$ cat config.mk
export PLATFORM = sky130hd
export DESIGN_NAME = next_pc_unit
export DESIGN_NICKNAME = d
export VERILOG_FILES = /design/src/rtl/pcu_pkg.sv /design/src/rtl/pcu_ctrl.sv /design/src/rtl/pcu_datapath.sv /design/src/rtl/next_pc_unit.sv
export SDC_FILE = /design/constraint.sdc
export NUM_CORES = 1
export LEC_CHECK = 0
export ABC_AREA = 1
export BUFFER_PORTS_ARGS = -buffer_cell sky130_fd_sc_hd__buf_2
export CAP_MARGIN = 20
export CORE_MARGIN = 10
export CORE_UTILIZATION = 61
export CTS_BUF_LIST = sky130_fd_sc_hd__clkbuf_2
export DETAILED_ROUTE_END_ITERATION = 8
export PLACE_DENSITY = 0.95
export SLEW_MARGIN = 10
export SYNTH_ARGS = -nofsm -noshare
export SYNTH_HDL_FRONTEND = slang
export SYNTH_SLANG_ARGS = --single-unit
$ cat constraint.sdc
create_clock -name clk -period 8 [get_ports clk]
set_input_delay 0.4 -clock clk [delete_from_list [all_inputs] [get_ports clk]]
set_output_delay 0.4 -clock clk [all_outputs]
set_load 0.005 [all_outputs]
$ cat src/rtl/pcu_pkg.sv
package pcu_pkg;

  // Source chosen for the next program counter value
  typedef enum logic [1:0] {
    SRC_SEQ    = 2'd0,
    SRC_BRANCH = 2'd1,
    SRC_JUMP   = 2'd2,
    SRC_RESET  = 2'd3
  } pcSrc_e;

  // Strobes passed from the control half to the datapath half
  typedef struct packed {
    pcSrc_e src;
    logic   load;
  } pcSel_t;

endpackage

$ cat src/rtl/pcu_ctrl.sv
module pcu_ctrl
  import pcu_pkg::*;
(
  input  logic   rst,
  input  logic   branchEn,
  input  logic   jumpEn,
  input  logic   aluZero,
  output pcSel_t sel
);

  logic branchTaken;

  always_comb begin
    branchTaken = branchEn && aluZero;
    sel.load    = 1'b1;
    if (rst) begin
      sel.src = SRC_RESET;
    end else if (jumpEn) begin
      sel.src = SRC_JUMP;       // jump outranks a taken branch
    end else if (branchTaken) begin
      sel.src = SRC_BRANCH;
    end else begin
      sel.src = SRC_SEQ;
    end
  end

endmodule

$ cat src/rtl/pcu_datapath.sv
module pcu_datapath
  import pcu_pkg::*;
#(
  parameter int unsigned          ADDR_W   = 32,
  parameter int unsigned          INSTR_W  = 32,
  parameter int unsigned          IMM_W    = 16,
  parameter int unsigned          TGT_W    = 26,
  parameter int unsigned          ALIGN_SH = 2,
  parameter logic [ADDR_W-1:0]    RESET_PC = '0
) (
  input  logic               clk,
  input  pcSel_t             sel,
  input  logic [INSTR_W-1:0] instrWord,
  output logic [ADDR_W-1:0]  pcCur,
  output logic [ADDR_W-1:0]  pcPlus4
);

  localparam int unsigned EXT_W    = ADDR_W - IMM_W - ALIGN_SH;
  localparam int unsigned REGION_W = ADDR_W - TGT_W - ALIGN_SH;
  localparam logic [ADDR_W-1:0] STEP = ADDR_W'(1) << ALIGN_SH;

  logic [ADDR_W-1:0] pcQ;
  logic [ADDR_W-1:0] seqAddr;
  logic [ADDR_W-1:0] branchOff;
  logic [ADDR_W-1:0] branchAddr;
  logic [ADDR_W-1:0] jumpAddr;
  logic [ADDR_W-1:0] pcNext;
  logic [IMM_W-1:0]  immField;
  logic [TGT_W-1:0]  tgtField;

  assign immField = instrWord[IMM_W-1:0];
  assign tgtField = instrWord[TGT_W-1:0];

  // Sequential adder
  assign seqAddr = pcQ + STEP;

  // Sign extension and word scaling of the branch immediate
  assign branchOff  = {{EXT_W{immField[IMM_W-1]}}, immField, {ALIGN_SH{1'b0}}};
  assign branchAddr = seqAddr + branchOff;

  // Jump target keeps the region bits of the sequential address
  generate
    if (REGION_W > 0) begin : g_region
      assign jumpAddr = {seqAddr[ADDR_W-1 -: REGION_W], tgtField, {ALIGN_SH{1'b0}}};
    end else begin : g_flat
      assign jumpAddr = ADDR_W'({tgtField, {ALIGN_SH{1'b0}}});
    end
  endgenerate

  always_comb begin
    unique case (sel.src)
      SRC_RESET:  pcNext = RESET_PC;
      SRC_JUMP:   pcNext = jumpAddr;
      SRC_BRANCH: pcNext = branchAddr;
      default:    pcNext = seqAddr;
    endcase
  end

  always_ff @(posedge clk) begin
    if (sel.load) pcQ <= pcNext;
  end

  assign pcCur   = pcQ;
  assign pcPlus4 = seqAddr;

endmodule

$ cat src/rtl/next_pc_unit.sv
module next_pc_unit
  import pcu_pkg::*;
#(
  parameter int unsigned       ADDR_W   = 32,
  parameter int unsigned       INSTR_W  = 32,
  parameter int unsigned       IMM_W    = 16,
  parameter int unsigned       TGT_W    = 26,
  parameter int unsigned       ALIGN_SH = 2,
  parameter logic [ADDR_W-1:0] RESET_PC = '0
) (
  input  logic               clk,
  input  logic               rst,
  input  logic [INSTR_W-1:0] instrWord,
  input  logic               branchEn,
  input  logic               jumpEn,
  input  logic               aluZero,
  output logic [ADDR_W-1:0]  pcCur,
  output logic [ADDR_W-1:0]  pcPlus4
);

  pcSel_t sel;

  pcu_ctrl u_ctrl (
    .rst      (rst),
    .branchEn (branchEn),
    .jumpEn   (jumpEn),
    .aluZero  (aluZero),
    .sel      (sel)
  );

  pcu_datapath #(
    .ADDR_W   (ADDR_W),
    .INSTR_W  (INSTR_W),
    .IMM_W    (IMM_W),
    .TGT_W    (TGT_W),
    .ALIGN_SH (ALIGN_SH),
    .RESET_PC (RESET_PC)
  ) u_dp (
    .clk       (clk),
    .sel       (sel),
    .instrWord (instrWord),
    .pcCur     (pcCur),
    .pcPlus4   (pcPlus4)
  );

endmodule

==> summary.md, run 1 <==
| Metric | Value |
|---|---|
| Status | `completed` |
| First-pass GRT wire length | `23000 um` |
| Avg Synthesized Cell Area | `around 5.5 sq um` |
| CTS tree | `done` |
| Synth cell types | `39` |
| P_leak | `about 2.8 nW` |
| Final setup margin | `about 4.5 ns` |
| CP Launch Type | `register` |
| Pwr dens | `107 nW/um^2` |
| Hpwl dp | `12300 um` |
| Post-DP Area | `4700 sq um` |
| Achievable Freq | `288 MHz` |
| IO Port Bufs | `90` |
| Maximum VDD drop | `40.9 uV` |
| Total setup buffers inserted after CTS | `0` |
| Slowest CP cell | `dfxtp_1` |
| CP peak stage delay | `0.42 ns` |
| Post-route design area | `about 4700 sq um` |
| Period utilisation layout | `0.433` |
| Crit path cell chain | `ha_1 > nand2_1 > nor2_1 > nand2_1 > inv_1 > nand2_1 > nor2_1 > nand2_1 > nor2_1 > nor2_1 > ha_1 > nand2_1 > nor2_1 > inv_1 > o21ai_0 > nand2_1 > nand3_1 > nand2_1 > nand3_1 > nand3_1` |
| Share of layout cells above drive strength 1 | `0.152` |
| Row count | `30` |
| Max-cap violations | `0` |
| Post-Syn Area | `4190 sq um` |
| Vias/cell | `5.50` |
| Antenna violations before repair | `0` |
| Remaining global-route overflow | `0` |
| Buf+Inv Stages, Crit Path | `2` |
| Core ar. | `6760 sq um` |
| ANT cells | `0` |
| Post-Syn Instances | `758` |
| Multi-input gate area | `3060 sq um` |
| Largest cells by area after synthesis | `nand2_1, dfxtp_1, inv_1` |
| Gp weighted congestion | `0.971` |
| Initial core utilization | `0.621` |
| Crit end category | `register` |
| Slew Limit Fails | `0` |
| Pre-antenna DRT Iters | `8` |
| Layout Skew | `0.0305 ns` |
| PnR Total Power | `approximately 0.00051 W` |
| CTS Sinks | `30` |
| Clk_lat worst skew | `0.37 ns` |
| CTS Hold Bufs | `0` |
| Ports | `101` |
| Relative slew slack | `0.550` |
| Ys flop type | `dfxtp_1` |
| All-Layer GR Usage | `0.272` |
| Syn. warnings | `0` |
| WS Path Type | `reg2reg` |
| Die width | `103 um` |
| Cell repeated most along the worst path | `nand2_1` |
| Register bit total from synthesis | `30` |
| CP max FO | `5` |
| Critical Path AT | `about 3.7 ns` |
| Worst path top cell family by delay | `simple AND/OR/NAND/NOR gates` |
| Final WL | `14400 um` |
| Worst EP required | `~8.3 ns` |
| # H-tree levels | `2` |
| Setup_tns | `0 ns` |
| Count leader, synth | `nand2_1` |
| Die area | `between 10000 and 15000 sq um` |
| Hold slack final | `0.236 ns` |
| Yosys top cell area share | `0.243` |
| Yosys top cell by area | `nand2_1` |
| Filler cell count | `roughly 660` |
| Post-synth EDFFs | `0` |
| Routed via count | `between 5000 and 6000` |
| Clock Tree Buf Depth | `2` |
| Synth async-reset ratio | `0` |
| Post-CTS sizing | `0` |
| Area delta synth->final | `12.9%` |
| Sequential share of the synthesized area | `0.143` |
| Largest net degree at the start of global routing | `26` |
| Vias in the first global route | `4779` |
| HP Class | `in2reg` |
| CTS root buf | `clkbuf_2` |
| CTS buffer count | `5` |
| Final setup vio count | `0` |
| Most frequent cells after synthesis | `nand2_1, inv_1, nor2_1, nand3_1, a21oi_1` |
| Max reg flops | `30` |
| Nets@finish | `921` |
| 1st-iter DRT viols | `approximately 480` |
| Final antenna-violating net count | `0` |
| Clock period minus worst slack | `3.47 ns` |
| Clock transition at path regs | `0.16 ns` |
| DR WL/cell | `15.5 um` |
| Place WS | `4.68 ns` |
| Worst slew pin tran | `0.670 ns` |
| RSZ-0062 raised after global routing | `false` |
| Seq. cell area | `601 sq um` |
| Die height | `103 um` |
| Post-route DRC | `0` |
| Final hold vios | `0` |
per-stage QoR:
step | util | std cells
after floorplan | - | 761
after global placement | 0.696 | 922
after detailed placement | 0.696 | 922
after CTS | 0.701 | 929
after global routing | 0.701 | 929
final | 0.701 | 929
worst paths after layout:
| path | from | end | slack (ns) | depth (start not counted) |
|---|---|---|---|---|
| worst max-delay path | u_dp.pcCur[2]$_DFF_P_ | u_dp.pcCur[25]$_DFF_P_ | 4.53 | 20 |
| worst min-delay path | instrWord[24] | u_dp.pcCur[26]$_DFF_P_ | 0.24 | 3 |
| worst max register to register | u_dp.pcCur[2]$_DFF_P_ | u_dp.pcCur[25]$_DFF_P_ | 4.53 | 20 |
| worst min register to register | u_dp.pcCur[2]$_DFF_P_ | u_dp.pcCur[2]$_DFF_P_ | 0.52 | 1 |
layout by cell type (no fill, tap or decap), drive strengths merged, types with 2 or more instances in the layout:
cell type / n
nand4: 10
o21bai: 5
xor2: 14
inv: 126
o211ai: 8
o221ai: 2
xnor2: 2
a21oi: 39
conb: 4
nand3: 63
nor2: 80
or2: 6
dfxtp: 30
nand3b: 5
nand2: 281
clkbuf: 5
ha: 34
nor3: 11
clkinv: 5
buf: 91
o21ai: 19
and2: 3
report_power, final:
group	internal (W)	switching [W]
combinational	0.0000914	0.000168
clock	0.0000189	0.0000487
sequential	0.000162	0.0000160
total	0.000272	0.000233
kinds of logic (layout without fill, tap and decap cells):
kind of cell / after synthesis / in the layout / synth area share
xor+xnor: 16 / 16 / 0.0334
fa+ha+maj: 35 / 35 / 0.106
compound gates: 77 / 77 / 0.104
buf+inv: 139 / 227 / 0.131
other cells: 1 / 4 / 0.000894
flops: 30 / 30 / 0.143
simple gates: 460 / 460 / 0.481
per-layer routing:
layer,global-route usage,wire [um],part of all wire,vias up
met4,0.103,357,0.025,0
met1,0.355,6020,0.42,2256
met3,0.0402,1450,0.10,28
met5,0,0,0,-
li1,-,-,-,2558
met2,0.440,6550,0.46,264
worst register-to-register path, stage by stage (launching register included):
cell,delay (ns)
dfxtp_1,0.42
ha_1,0.29
nand2_1,0.11
nor2_1,0.30
nand2_1,0.12
inv_1,0.11
nand2_1,0.08
nor2_1,0.13
nand2_1,0.08
nor2_1,0.10
nor2_1,0.08
ha_1,0.38
nand2_1,0.12
nor2_1,0.18
inv_1,0.09
o21ai_0,0.30
nand2_1,0.14
nand3_1,0.10
nand2_1,0.05
nand3_1,0.09
nand3_1,0.12
final cells by class:
cell class / instances / area share
tap: 80 / 0.0211
sequential: 30 / 0.127
clock inverter: 2 / 0.00211
timing repair buffer: 91 / 0.0967
inverter: 129 / 0.103
clock buffer: 5 / 0.00528
multi-input combinational: 592 / 0.645
(Power assumes the default switching activity.)
==> run 2: changes to the inputs <==
--- a/config.mk
+++ b/config.mk
@@ -9,10 +9,10 @@
 export BUFFER_PORTS_ARGS = -buffer_cell sky130_fd_sc_hd__buf_2
 export CAP_MARGIN = 20
 export CORE_MARGIN = 10
-export CORE_UTILIZATION = 61
+export CORE_UTILIZATION = 57
 export CTS_BUF_LIST = sky130_fd_sc_hd__clkbuf_2
 export DETAILED_ROUTE_END_ITERATION = 8
-export PLACE_DENSITY = 0.95
+export PLACE_DENSITY = 0.9
 export SLEW_MARGIN = 10
 export SYNTH_ARGS = -nofsm -noshare
 export SYNTH_HDL_FRONTEND = slang
==> constraint.sdc (replaced) <==
create_clock -name clk -period 3.4 [get_ports clk]
set_input_delay 0.17 -clock clk [delete_from_list [all_inputs] [get_ports clk]]
set_output_delay 0.17 -clock clk [all_outputs]
set_load 0.005 [all_outputs]
==> run 2 against run 1 <==
- core utilization decreased by 3.8 points
- count of clock-buffer cells in the layout is the same
- power rose by 130%
- final area is 1.0% higher
- sequential cell count stayed put
- register-to-register slack worse by 4.3 ns
- sequential power grew 140%
- worst setup slack worse by 4.3 ns
- first-iteration DRC count increased by 14%
- critical path depth fell by 3
- worst hold slack worse by 0.19 ns
- die area is 5.6% higher
- critical path type unchanged
- largest power group unchanged
- highest routed layer unchanged
==> summary.md, run 2 (synthesis results as in run 1) <==
| Metric | Value |
|---|---|
| Status | `completed` |
| CP Launch Type | `register` |
| Hpwl dp | `12300 um (+0.72%)` |
| Remaining global-route overflow | `0 (unchanged)` |
| Vias in the first global route | `4938 (+3.3%)` |
| Initial core utilization | `0.581 (-0.0394)` |
| Max-cap violations | `0 (unchanged)` |
| CTS buffer count | `5 (unchanged)` |
| Filler cell count | `703 (+7.2%)` |
| PnR Total Power | `0.00119 W (+130%)` |
| Maximum VDD drop | `88.6 uV (+120%)` |
| CTS tree | `done` |
| Die width | `106 um (+2.8%)` |
| Relative slew slack | `0.584 (+0.0333)` |
| Layout Skew | `0.0272 ns (-0.00332 ns)` |
| Die area | `11200 sq um (+5.6%)` |
| Antenna violations before repair | `0 (unchanged)` |
| 1st-iter DRT viols | `542 (+14%)` |
| Total setup buffers inserted after CTS | `0 (unchanged)` |
| Core ar. | `7210 sq um (+6.8%)` |
| First-pass GRT wire length | `23100 um (+0.48%)` |
| Routed via count | `5212 (+2.1%)` |
| Clock period minus worst slack | `3.20 ns (-0.267 ns)` |
| Max reg flops | `30 (unchanged)` |
| Met3 Use GR | `0.0365 (-0.00367)` |
| Hold slack final | `0.0452 ns (-0.191 ns)` |
| Pre-antenna DRT Iters | `6 (-2)` |
| P_leak | `2.85 nW (+0.31%)` |
| Clk_lat worst skew | `0.34 ns (-0.03 ns)` |
| GR Util met1 | `0.303 (-0.0522)` |
| Final setup vio count | `0 (unchanged)` |
| Die height | `106 um (+2.8%)` |
| Most frequent cells in the layout | `nand2_1, inv_1, buf_2, nor2_1, nand3_1` |
| Pwr dens | `248 nW/um^2 (+130%)` |
| Share of layout cells above drive strength 1 | `0.156 (+0.00434)` |
| Slew Limit Fails | `0 (unchanged)` |
| Clock transition at path regs | `0.15 ns (about the same)` |
| ANT cells | `0 (unchanged)` |
| Final hold vios | `0 (unchanged)` |
| # H-tree levels | `2 (unchanged)` |
| Met2 Usage GRT | `0.428 (-0.0123)` |
| Final setup margin | `0.200 ns (-4.33 ns)` |
| Crit end category | `register` |
| Non-Filler Instances | `950 (+2.3%)` |
| Post-route DRC | `0 (unchanged)` |
| Area delta synth->final | `14.1%` |
| CTS root buf | `clkbuf_2` |
| Place WS | `0.328 ns (-4.35 ns)` |
| DR WL/cell | `15.4 um (-0.68%)` |
| GRT busiest layer | `met2` |
| Most common cell after layout, fill and taps aside | `nand2_1` |
| Gp weighted congestion | `0.989 (+1.9%)` |
| Final antenna-violating net count | `0 (unchanged)` |
| Largest net degree at the start of global routing | `26 (unchanged)` |
| Placed cell count | `944 (+2.4%)` |
| CTS Sinks | `30 (unchanged)` |
| Period utilisation layout | `0.941 (+0.508)` |
| WS Path Type | `reg2reg` |
| Final WL | `14600 um (+1.6%)` |
| Worst EP required | `3.63 ns (-4.63 ns)` |
| CP max FO | `4 (-1)` |
| Worst slew pin tran | `0.620 ns (-0.0497 ns)` |
| Row count | `31 (+3.3%)` |
| Nets@finish | `924 (+0.33%)` |
| RSZ-0062 raised after global routing | `true` |
| Ports | `101 (unchanged)` |
| IO Port Bufs | `90 (unchanged)` |
| Clock Tree Buf Depth | `2 (unchanged)` |
| Critical Path AT | `3.43 ns (-0.30 ns)` |
| HP Class | `in2reg` |
| All-Layer GR Usage | `0.248 (-0.0245)` |
| Vias/cell | `5.49 (-0.18%)` |
| Achievable Freq | `313 MHz (+8.4%)` |
==> run 2: changes by cell type in the layout (fill, tap and decap cells not counted), sizes merged <==
cell    before  now
buf         91   94
clkinv       5    4
==> run 2: cell type report <==
type	instances	area, sq um	share of cell area
Clock buffer	5	25.0	0.00523
Clock inverter	1	3.75	0.000785
Inverter	129	485	0.101
Multi-Input combinational cell	592	3060	0.640
Sequential cell	30	602	0.126
Tap cell	99	124	0.0259
Timing Repair Buffer	94	480	0.100
==> run 2: layer usage <==
metal,vias up,share of wire
met5,-,0
met4,0,0.031
met3,41,0.085
met2,281,0.47
met1,2329,0.41
li1,2561,-
==> run 2: per-stage QoR <==
step / utilization / area, sq um / setup TNS, ns
2_1_floorplan: - / 4210 / 0
3_3_place_gp: 0.658 / 4750 / 0
3_5_place_dp: 0.658 / 4750 / 0
4_1_cts: 0.662 / 4780 / 0
5_1_grt: 0.663 / 4780 / -0.0219
6_report: 0.663 / 4780 / 0
==> run 2: report_power, final <==
group | internal, W | total (W) | switching [W]
clock | 0.0000410 | 0.000151 | 0.000110
combinational | 0.000219 | 0.000616 | 0.000397
sequential | 0.000381 | 0.000420 | 0.0000382
total | 0.000641 | 0.00119 | 0.000545
==> run 2: worst paths after layout <==
check,from,endpoint,slack [ns],cells past startpoint
worst min register to register,u_dp.pcCur[2]$_DFF_P_,u_dp.pcCur[2]$_DFF_P_,0.49,1
worst min-delay path,instrWord[17],u_dp.pcCur[19]$_DFF_P_,0.05,3
worst max register to register,u_dp.pcCur[7]$_DFF_P_,u_dp.pcCur[30]$_DFF_P_,0.20,17
worst max-delay path,u_dp.pcCur[7]$_DFF_P_,u_dp.pcCur[30]$_DFF_P_,0.20,17
==> run 2: worst max-delay path: stages, from the launching register on <==
cell and delay (ns):
dfxtp_1 0.43, nand2_1 0.15, nor2_4 0.19, nand2_4 0.09, nor3b_4 0.25, nand2_1 0.10
xor2_1 0.45, ha_1 0.38, nand2_1 0.08, nand2_1 0.06, nand2_1 0.06, nand2_1 0.07
a21oi_1 0.26, nor2_1 0.10, nor2_1 0.14, nand3_1 0.09, nand3_1 0.11, nand2_1 0.08
==> run 2: repair_timing <==
item	CTS	global route
resized for setup	0	3
hold buffers	0	0
endpoints found under the setup margin	0	9
